`config.mk`:
```
export PLATFORM = sky130hd
export DESIGN_NAME = sr_seq
export DESIGN_NICKNAME = d
export VERILOG_FILES = /design/src/rtl/sr_pkg.sv /design/src/rtl/sr_sat_ctr.sv /design/src/rtl/sr_fsm.sv /design/src/rtl/sr_seq.sv
export SDC_FILE = /design/constraint.sdc
export NUM_CORES = 1
export LEC_CHECK = 0
export CORE_ASPECT_RATIO = 1.5
export CORE_MARGIN = 5
export CORE_UTILIZATION = 55
export CTS_CLUSTER_SIZE = 25
export DETAILED_ROUTE_END_ITERATION = 6
export DONT_BUFFER_PORTS = 1
export GPL_TIMING_DRIVEN = 1
export PLACE_DENSITY = 0.7
export REMOVE_ABC_BUFFERS = 1
export SKIP_CTS_REPAIR_TIMING = 1
export SLEW_MARGIN = 20
export SYNTH_ARGS = -nofsm -noshare
export SYNTH_HDL_FRONTEND = slang
export SYNTH_SLANG_ARGS = --single-unit
```
`constraint.sdc`:
```
create_clock -name clk -period 4.8 [get_ports clk]
set_clock_uncertainty 0.05 [all_clocks]
set_input_delay 0.96 -clock clk [delete_from_list [all_inputs] [get_ports clk]]
set_output_delay 0.96 -clock clk [all_outputs]
set_load 0.05 [all_outputs]
```
`src/rtl/sr_pkg.sv`:
```
package sr_pkg;

   typedef enum logic [1:0] {
      CMD_DES = 2'd0,
      CMD_NOP = 2'd1,
      CMD_REF = 2'd2
   } cmd_e;

   typedef enum logic [2:0] {
      S_IDLE  = 3'd0,
      S_TOFF  = 3'd1,
      S_ISSUE = 3'd2,
      S_GUARD = 3'd3,
      S_HOLD  = 3'd4,
      S_WAKE  = 3'd5,
      S_READY = 3'd6
   } state_e;

   typedef enum logic [2:0] {
      ST_IDLE  = 3'd0,
      ST_ENTER = 3'd1,
      ST_SR    = 3'd2,
      ST_EXIT  = 3'd3,
      ST_READY = 3'd4
   } status_e;

   function automatic logic in_selfref(state_e s);
      return (s == S_ISSUE) || (s == S_GUARD) || (s == S_HOLD);
   endfunction

   function automatic logic is_normal(state_e s);
      return (s == S_IDLE) || (s == S_READY);
   endfunction

endpackage

```
`src/rtl/sr_sat_ctr.sv`:
```
module sr_sat_ctr #(
   parameter int W = 8
) (
   input  logic         clk,
   input  logic         rst_n,
   input  logic         clr,
   input  logic         inc,
   output logic [W-1:0] q
);

   localparam logic [W-1:0] TOP = {W{1'b1}};

   if (W < 1) begin : g_bad_w
      $error("sr_sat_ctr: W must be at least 1");
   end

   always_ff @(posedge clk) begin
      if (!rst_n)
         q <= '0;
      else if (clr)
         q <= '0;
      else if (inc && (q != TOP))
         q <= q + 1'b1;
   end

endmodule

```
`src/rtl/sr_fsm.sv`:
```
module sr_fsm
   import sr_pkg::*;
(
   input  logic   clk,
   input  logic   rst_n,
   input  logic   enter_req,
   input  logic   exit_req,
   input  logic   pre_ok,
   input  logic   term_on,
   input  logic   exit_timing_ok,
   input  logic   wake_done,
   output state_e state,
   output logic   exit_want
);

   state_e nxt;
   logic   ent_q, ext_q;
   logic   ent_want;

   assign ent_want  = ent_q | enter_req;
   assign exit_want = ext_q | (exit_req & ((state == S_TOFF) | in_selfref(state)));

   always_comb begin
      nxt = state;
      unique case (state)
         S_IDLE, S_READY: begin
            if (ent_want && pre_ok)
               nxt = term_on ? S_TOFF : S_ISSUE;
         end
         S_TOFF:  if (pre_ok) nxt = S_ISSUE;
         S_ISSUE: nxt = S_GUARD;
         S_GUARD: nxt = S_HOLD;
         S_HOLD:  if (exit_want && exit_timing_ok) nxt = S_WAKE;
         S_WAKE:  if (wake_done) nxt = S_READY;
         default: nxt = S_IDLE;
      endcase
   end

   always_ff @(posedge clk) begin
      if (!rst_n) begin
         state <= S_IDLE;
         ent_q <= 1'b0;
         ext_q <= 1'b0;
      end else begin
         state <= nxt;
         ent_q <= (nxt == S_ISSUE) ? 1'b0 : ent_want;
         ext_q <= (nxt == S_WAKE) ? 1'b0 : exit_want;
      end
   end


   guard_follows_issue_chk: assert property (@(posedge clk) disable iff (!rst_n)
      state == S_ISSUE |=> state == S_GUARD);


   entry_needs_pre_chk: assert property (@(posedge clk) disable iff (!rst_n)
      (is_normal(state) && !pre_ok) |=> is_normal(state));

endmodule

```
`src/rtl/sr_seq.sv`:
```
module sr_seq
   import sr_pkg::*;
#(
   parameter int TW             = 8,
   parameter bit ALLOW_CLK_STOP = 1'b1
) (
   input  logic          clk,
   input  logic          rst_n,
   input  logic          enter_req,
   input  logic          exit_req,
   input  logic          banks_idle,
   input  logic          trp_met,
   input  logic          burst_busy,
   input  logic          rtt_nom_en,
   input  logic          rtt_wr_en,
   input  logic          odt_req,
   input  logic          cfg_clk_stop,
   input  logic [TW-1:0] t_low_min,
   input  logic [TW-1:0] t_stop_after,
   input  logic [TW-1:0] t_run_before,
   input  logic [TW-1:0] t_wait_fast,
   input  logic [TW-1:0] t_wait_dll,
   output logic [1:0]    cmd,
   output logic          dram_clk_en,
   output logic          dram_term,
   output logic          clk_stop_en,
   output logic          ok_nodll,
   output logic          ok_dll,
   output logic [2:0]    status
);

   localparam int CW = TW + 1;

   if (TW < 2) begin : g_bad_tw
      $error("sr_seq: TW must be at least 2");
   end

   state_e       state;
   logic         exit_want;
   logic         pre_ok, term_on;
   logic         in_sr;
   logic [CW-1:0] res_q, stab_q, post_q;
   logic [CW:0]   res_p1, stab_p1;
   logic         stopped_q;
   logic         low_ok, run_ok, stop_age_ok;
   logic         exit_timing_ok, wake_done;
   logic         fast_open, dll_open;
   logic         stop_raw;

   assign pre_ok  = banks_idle & trp_met & ~burst_busy;
   assign term_on = rtt_nom_en | rtt_wr_en;
   assign in_sr   = in_selfref(state);

   sr_fsm u_fsm (
      .clk            (clk),
      .rst_n          (rst_n),
      .enter_req      (enter_req),
      .exit_req       (exit_req),
      .pre_ok         (pre_ok),
      .term_on        (term_on),
      .exit_timing_ok (exit_timing_ok),
      .wake_done      (wake_done),
      .state          (state),
      .exit_want      (exit_want)
   );

   // cycles since the REFRESH cycle (0 in that cycle)
   sr_sat_ctr #(.W(CW)) u_res (
      .clk (clk), .rst_n (rst_n), .clr (~in_sr), .inc (1'b1), .q (res_q)
   );

   // running-clock cycles since the last stopped cycle
   sr_sat_ctr #(.W(CW)) u_stab (
      .clk (clk), .rst_n (rst_n), .clr (clk_stop_en), .inc (1'b1), .q (stab_q)
   );

   // cycles since the clock enable went high
   sr_sat_ctr #(.W(CW)) u_post (
      .clk (clk), .rst_n (rst_n), .clr (state != S_WAKE), .inc (1'b1), .q (post_q)
   );

   assign res_p1  = {1'b0, res_q}  + {{CW{1'b0}}, 1'b1};
   assign stab_p1 = {1'b0, stab_q} + {{CW{1'b0}}, 1'b1};

   assign stop_age_ok = res_q >= {1'b0, t_stop_after};
   assign stop_raw    = (state == S_HOLD) & cfg_clk_stop & stop_age_ok & ~exit_want;

   if (ALLOW_CLK_STOP) begin : g_stop
      assign clk_stop_en = stop_raw;
   end else begin : g_nostop
      assign clk_stop_en = 1'b0;
   end

   always_ff @(posedge clk) begin
      if (!rst_n)
         stopped_q <= 1'b0;
      else
         stopped_q <= in_sr ? (stopped_q | clk_stop_en) : 1'b0;
   end

   assign low_ok         = res_p1 >= {2'b00, t_low_min};
   assign run_ok         = ~stopped_q | (stab_p1 >= {2'b00, t_run_before});
   assign exit_timing_ok = low_ok & run_ok & ~clk_stop_en;

   assign fast_open = is_normal(state) | ((state == S_WAKE) & (post_q > {1'b0, t_wait_fast}));
   assign dll_open  = is_normal(state) | ((state == S_WAKE) & (post_q > {1'b0, t_wait_dll}));
   assign wake_done = fast_open & dll_open;

   assign ok_nodll    = fast_open;
   assign ok_dll      = dll_open;
   assign dram_clk_en = ~in_sr;
   assign dram_term   = is_normal(state) ? odt_req : 1'b0;

   always_comb begin
      unique case (state)
         S_ISSUE:                 cmd = CMD_REF;
         S_TOFF, S_GUARD, S_WAKE: cmd = CMD_NOP;
         default:                 cmd = CMD_DES;
      endcase
   end

   always_comb begin
      unique case (state)
         S_IDLE:                   status = ST_IDLE;
         S_TOFF, S_ISSUE, S_GUARD: status = ST_ENTER;
         S_HOLD:                   status = ST_SR;
         S_WAKE:                   status = ST_EXIT;
         S_READY:                  status = ST_READY;
         default:                  status = ST_IDLE;
      endcase
   end

   // Assertion-side counters, separate from the control path
   logic [CW-1:0] a_low_run, a_run_since;
   logic          a_saw_stop;

   always_ff @(posedge clk) begin
      if (!rst_n) begin
         a_low_run   <= '0;
         a_run_since <= '0;
         a_saw_stop  <= 1'b0;
      end else begin
         a_low_run   <= dram_clk_en ? '0 :
                        ((a_low_run == {CW{1'b1}}) ? a_low_run : a_low_run + 1'b1);
         a_run_since <= clk_stop_en ? '0 :
                        ((a_run_since == {CW{1'b1}}) ? a_run_since : a_run_since + 1'b1);
         a_saw_stop  <= dram_clk_en ? 1'b0 : (a_saw_stop | clk_stop_en);
      end
   end


   ref_with_low_cke_chk: assert property (@(posedge clk) disable iff (!rst_n)
      cmd == CMD_REF |-> (!dram_clk_en && !dram_term));


   nop_after_ref_chk: assert property (@(posedge clk) disable iff (!rst_n)
      cmd == CMD_REF |=> cmd == CMD_NOP);


   min_low_time_chk: assert property (@(posedge clk) disable iff (!rst_n)
      $rose(dram_clk_en) |-> a_low_run >= {1'b0, t_low_min});


   stop_only_low_chk: assert property (@(posedge clk) disable iff (!rst_n)
      clk_stop_en |-> (!dram_clk_en && !exit_req));


   run_before_exit_chk: assert property (@(posedge clk) disable iff (!rst_n)
      ($rose(dram_clk_en) && a_saw_stop) |-> a_run_since >= {1'b0, t_run_before});


   gates_shut_on_exit_chk: assert property (@(posedge clk) disable iff (!rst_n)
      $rose(dram_clk_en) |-> (!ok_nodll && !ok_dll && cmd == CMD_NOP));

endmodule

```
Word-level counts from Yosys, hierarchy flattened:

Index checks and enable logic that the tools add are counted.

* order comparisons: 5
* mux-type cells: 9
* reductions and logical operators: 14
* eq/ne operators: 12
* add/subtract/negate cells: 5
* bitwise gates (word level): 25

Operator list (number)
* $add 9x1->9 const B: 3
* $ne 9x9->1 const B: 3
* $add 9x1->10 const B: 2
* $ge 10x8->1: 2
* $gt 9x8->1: 2
* $pmux 3 s6: 1
* $eq 3x3->1 const B: 4
* $mux 3: 4
* $pmux 3 s4: 1
* $and 1x1->1: 11
* $reduce_or 2->1: 5
* $eq 3x2->1 const B: 3
* $ge 9x8->1: 1
* $or 1x1->1: 8
* $not 1->1: 6
* $reduce_or 3->1: 2
* $pmux 2 s2: 1
* $eq 3x1->1 const B: 1
* $logic_not 3->1: 1
* $logic_or 1x1->1: 3
* $ne 3x3->1 const B: 1
* $logic_and 1x1->1: 2
* $mux 2: 1
* $reduce_and 2->1: 1
* $mux 1: 1

* word-level logic and storage cells: 77
* input port bits: 51
* register bits after elaboration: 33

Logic depth before layout (Yosys ltp):

* depth in word-level cells: 15
* gate-level depth with buffers: 11
* gate-level depth less buffers: 11

By module:

A second synthesis with hierarchy kept.

* cells, all modules: 395
* area, all modules: 3148.0 µm²

Modules (own cells, without submodules)
* sr_seq: times used 1, sequential area each 20.0 µm², area each 1460.2 µm², cells an instance 200
* sr_sat_ctr: times used 3, sequential area each 180.2 µm², area each 415.4 µm², cells an instance 46
* sr_fsm: times used 1, sequential area each 100.1 µm², area each 441.7 µm², cells an instance 57

Worst setup path after synthesis:

No wires, ideal clock.

* kind: input to output
* start point: input port t_stop_after[0]
* end point: output port clk_stop_en
* arrival: 2.471 ns
* cell stages on the path: 7
* data required time: 3.790 ns
* buffers on the path: 0
* slack: 1.319 ns
* cells stage by stage: ha_1 > nand2b_1 > a21o_1 > a21o_1 > a211oi_1 > o211a_1 > nor2_1

* cells in the longest elaborated chain, start to end: 3

Ends and longest elaborated chain
* start, declared: line sr_seq.sv:19 `input logic [TW-1:0] t_stop_after,`
* $ge 9x8->1: line sr_seq.sv:85 `assign stop_age_ok = res_q >= {1'b0, t_stop_after};`
* $and 1x1->1 (2 in a row): line sr_seq.sv:86 `assign stop_raw = (state == S_HOLD) & cfg_clk_stop & stop_age_ok & ~exit_want;`
* end, declared: line sr_seq.sv:26 `output logic clk_stop_en,`

No other way between the ends.

Worst setup path after layout:

* start point: input port t_wait_dll[6]
* end point: output port ok_dll

* cells in the longest elaborated chain, start to end: 3

Ends and longest elaborated chain
* start, declared: line sr_seq.sv:22 `input logic [TW-1:0] t_wait_dll,`
* $gt 9x8->1: line sr_seq.sv:106 `assign dll_open = is_normal(state) | ((state == S_WAKE) & (post_q > {1'b0, t_wait_dll}));`
* $and 1x1->1: line sr_seq.sv:106
* $or 1x1->1: line sr_seq.sv:106
* end, declared: line sr_seq.sv:28 `output logic ok_dll,`

No other way between the ends.

==> summary.md <==
| Metric | Value |
|---|---|
| Status | complete, no violations |
| Max-Cap Viols | 0 |
| FP Rows | 32 |
| Worst ir drop on vdd | 249 uV |
| Largest net degree at the start of global routing | 21 |
| Final hold vios | 0 |
| Slew Limit Fails | 0 |
| Layout Cells excl Fill | 437 |
| CTS H-Tree Depth | 2 |
| Drc violations | 0 |
| Seq cells post-synth | 33 |
| Clk sinks | 33 |
| Filler cell count | 499 |
| Die X-Extent | 69.4 microns |
| Ports | 61 |
| Routed WL | 6060 microns |
| Cell count after synthesis | 369 |
| Post-synthesis xor/xnor area fraction | 9.62% |
| Congestion Overflow GR | 0 |
| Min cycle time layout | 3590 ps |
| Placed Cells | 430 |
| Synth cell types | 50 |
| Post-Synth Adder-Cell Area | 21.0% |
| Most common cell after layout, fill and taps aside | nor2_1 |
| Critical-path top delay cell | nand2_1 |
| Final-stage net count | 469 |
| CTS buffer count | 5 |
| DIE HEIGHT | 99.2 microns |
| Worst-path cell chain | inv_1 -> ha_1 -> a21o_1 -> a31oi_1 -> o21ai_1 -> o211ai_1 -> a21oi_1 -> o21ai_0 -> nand2_1 |
| Crit share post-route | 74.9% |
| WHS | 423 ps |
| Pwr/cell area | 245 nW/um^2 |
| Seq/Total Area, Yosys | 22.7% |
| Vias per cell | 5.55 |
| Overall routing resource usage | 18.1% |
| FMAX | 0.278 GHz |
| CTS tree | yes |
| Leakage | 1.49 nW |
| Root Driver | clkbuf_8 |
| Slew HR | 31.4% |
| Post-synthesis compound-gate area fraction | 16.4% |
| Post-synth EDFFs | 0 |
| Worst Path Required | 3790 ps |
| Most frequent cells in the layout | nor2_1, ha_1, inv_1 |
| Average wire per standard cell | 13.9 microns |
| Arrival @ worst endpoint | 2580 ps |
| Worst setup EP type | output port |
| Worst-Margin Slew | 1030 ps |
| Skew-Pair Late Insertion Delay | 280 ps |
| Final setup vio count | 0 |
| P&R area growth vs syn | 4.16% |
| CTS max path bufs | 2 |
| Main combinational cell family by area after synthesis | adder cells |
| Synth warnings | 0 |
| CORE AREA | 5160 sq um |
| First-pass GRT wire length | 10300 microns |
| Crit Path Class | in2out |
| TNS Setup | 0 ps |
| Post-route ant nets | 0 |
| Primary FF master, synth | dfxtp_1 |
| Initial DRT Pass Iterations | 4 |
| Via Count | 2424 |
| Post-synth ARST share | 0% |
| Port Buffers | 0 |
| Simple logic cell fraction of the synthesized area | 20.4% |
| Routability cong. | 0.844 |
| Number of global-route vias before repair | 2316 |
| Layout cell share with drive strength beyond 1 | 5.69% |
| RSZ-0062 raised after global routing | no |
| CP max stage delay | 320 ps |
| Diode count | 0 |
| Drt initial violations | 69 |
| Netlist Area Pre-Place | 2910 sq um |
| Mux share of post-synthesis cell area | 2.06% |
| Avg Inst Size Synth | 7.90 sq um |
| Die area | 6880 sq um |
| Critical Path Start Type | input pin |
| Critical path peak fanout | 2 |
| Hold Path Class | reg2reg |
| Initial cell density of the core | 56.4% |
| Hpwl dp | 4950 microns |
| Initial antenna violation count | 0 |
| Worst-path clk slew | 60 ps |
power breakdown:
group	leakage, nW	internal, mW	switching, mW
logic	1.18	0.0630	0.157
clock network	0.0443	0.114	0.0999
registers	0.267	0.286	0.0240
total	1.49	0.463	0.281
state kept, by name (all words and copies together), names as in the netlist:
signal,cells
stopped_q,1
u_fsm.ent_q,1
u_fsm.ext_q,1
u_fsm.state,3
u_post.q,9
u_res.q,9
u_stab.q,9
cell type report:
class / instances / area (sq um) / area share [%]
tap: 68 / 85.1 / 2.80
sequential: 33 / 661 / 21.8
clock buffer: 7 / 86.3 / 2.84
timing repair buffer: 1 / 7.51 / 0.247
inverter: 45 / 169 / 5.56
multi-input combinational: 283 / 2030 / 66.8
routing by layer:
| metal | track usage, % | up-vias | wire [microns] |
|---|---|---|---|
| met2 | 34.9 | 62 | 3190 |
| met5 | 0 | - | 0 |
| met3 | 3.44 | 8 | 233 |
| met4 | 4.66 | 0 | 85 |
| met1 | 19.9 | 1098 | 2550 |
| li1 | - | 1256 | - |
through the flow:
stage          setup WS, ps  area [sq um]  power [mW]  util, %
2_1_floorplan          1320          2860       0.501        -
3_3_place_gp           1250          2950       0.532     57.1
3_5_place_dp           1230          2950       0.538     57.1
4_1_cts                1210          3040       0.754     58.8
5_1_grt                1070          3040       0.791     58.8
6_report               1210          3040       0.744     58.8
cells by family (layout without fill, tap and decap cells):
group / Yosys count / in the layout
mux: 6 / 6
compound gates: 74 / 74
xor+xnor: 32 / 32
buf+inv: 53 / 53
fa+ha+maj: 49 / 49
flops: 33 / 33
simple gates: 122 / 122
critical path, delay by kind of cell:
| family | cells | cell delay (ps) |
|---|---|---|
| buffers and inverters | 1 | 20 |
| and+or+nand+nor | 1 | 320 |
| adders and majority gates | 1 | 300 |
| AOI/OAI and AO/OA | 6 | 980 |
worst paths after layout:
kind              depth (start not counted)     endpoint  slack, ps           from
hold / removal                            1    stopped_q        420      stopped_q
hold reg to reg                           1    stopped_q        420      stopped_q
setup reg to reg                         10  u_fsm.ext_q       2030     u_res.q[2]
setup / recovery                          9       ok_dll       1210  t_wait_dll[6]
cell usage after synthesis, types with 2 or more instances:
library cell | number | area, sq um
a211o_1 | 2 | 17.5
nand4_1 | 5 | 31.3
a21o_1 | 6 | 45.0
xor2_1 | 11 | 96.3
dfxtp_1 | 33 | 661
nand3_1 | 12 | 60.1
nor2_2 | 2 | 12.5
nor2_1 | 54 | 203
inv_1 | 43 | 161
inv_2 | 2 | 7.51
or3_1 | 3 | 18.8
nand3_2 | 2 | 20.0
ha_1 | 49 | 613
xnor2_1 | 21 | 184
nor2b_1 | 4 | 25.0
nor3_1 | 5 | 25.0
a21oi_2 | 2 | 17.5
a211oi_1 | 5 | 37.5
and3_1 | 4 | 25.0
nand2_1 | 20 | 75.1
a31oi_1 | 3 | 18.8
a21oi_1 | 12 | 60.1
o21bai_1 | 4 | 30.0
mux2i_1 | 6 | 60.1
o21ai_1 | 6 | 30.0
clkbuf_1 | 4 | 15.0
nand2b_1 | 4 | 25.0
o21ai_0 | 22 | 110
a311oi_1 | 2 | 17.5
Note: power is estimated with default switching activity, not from simulation.
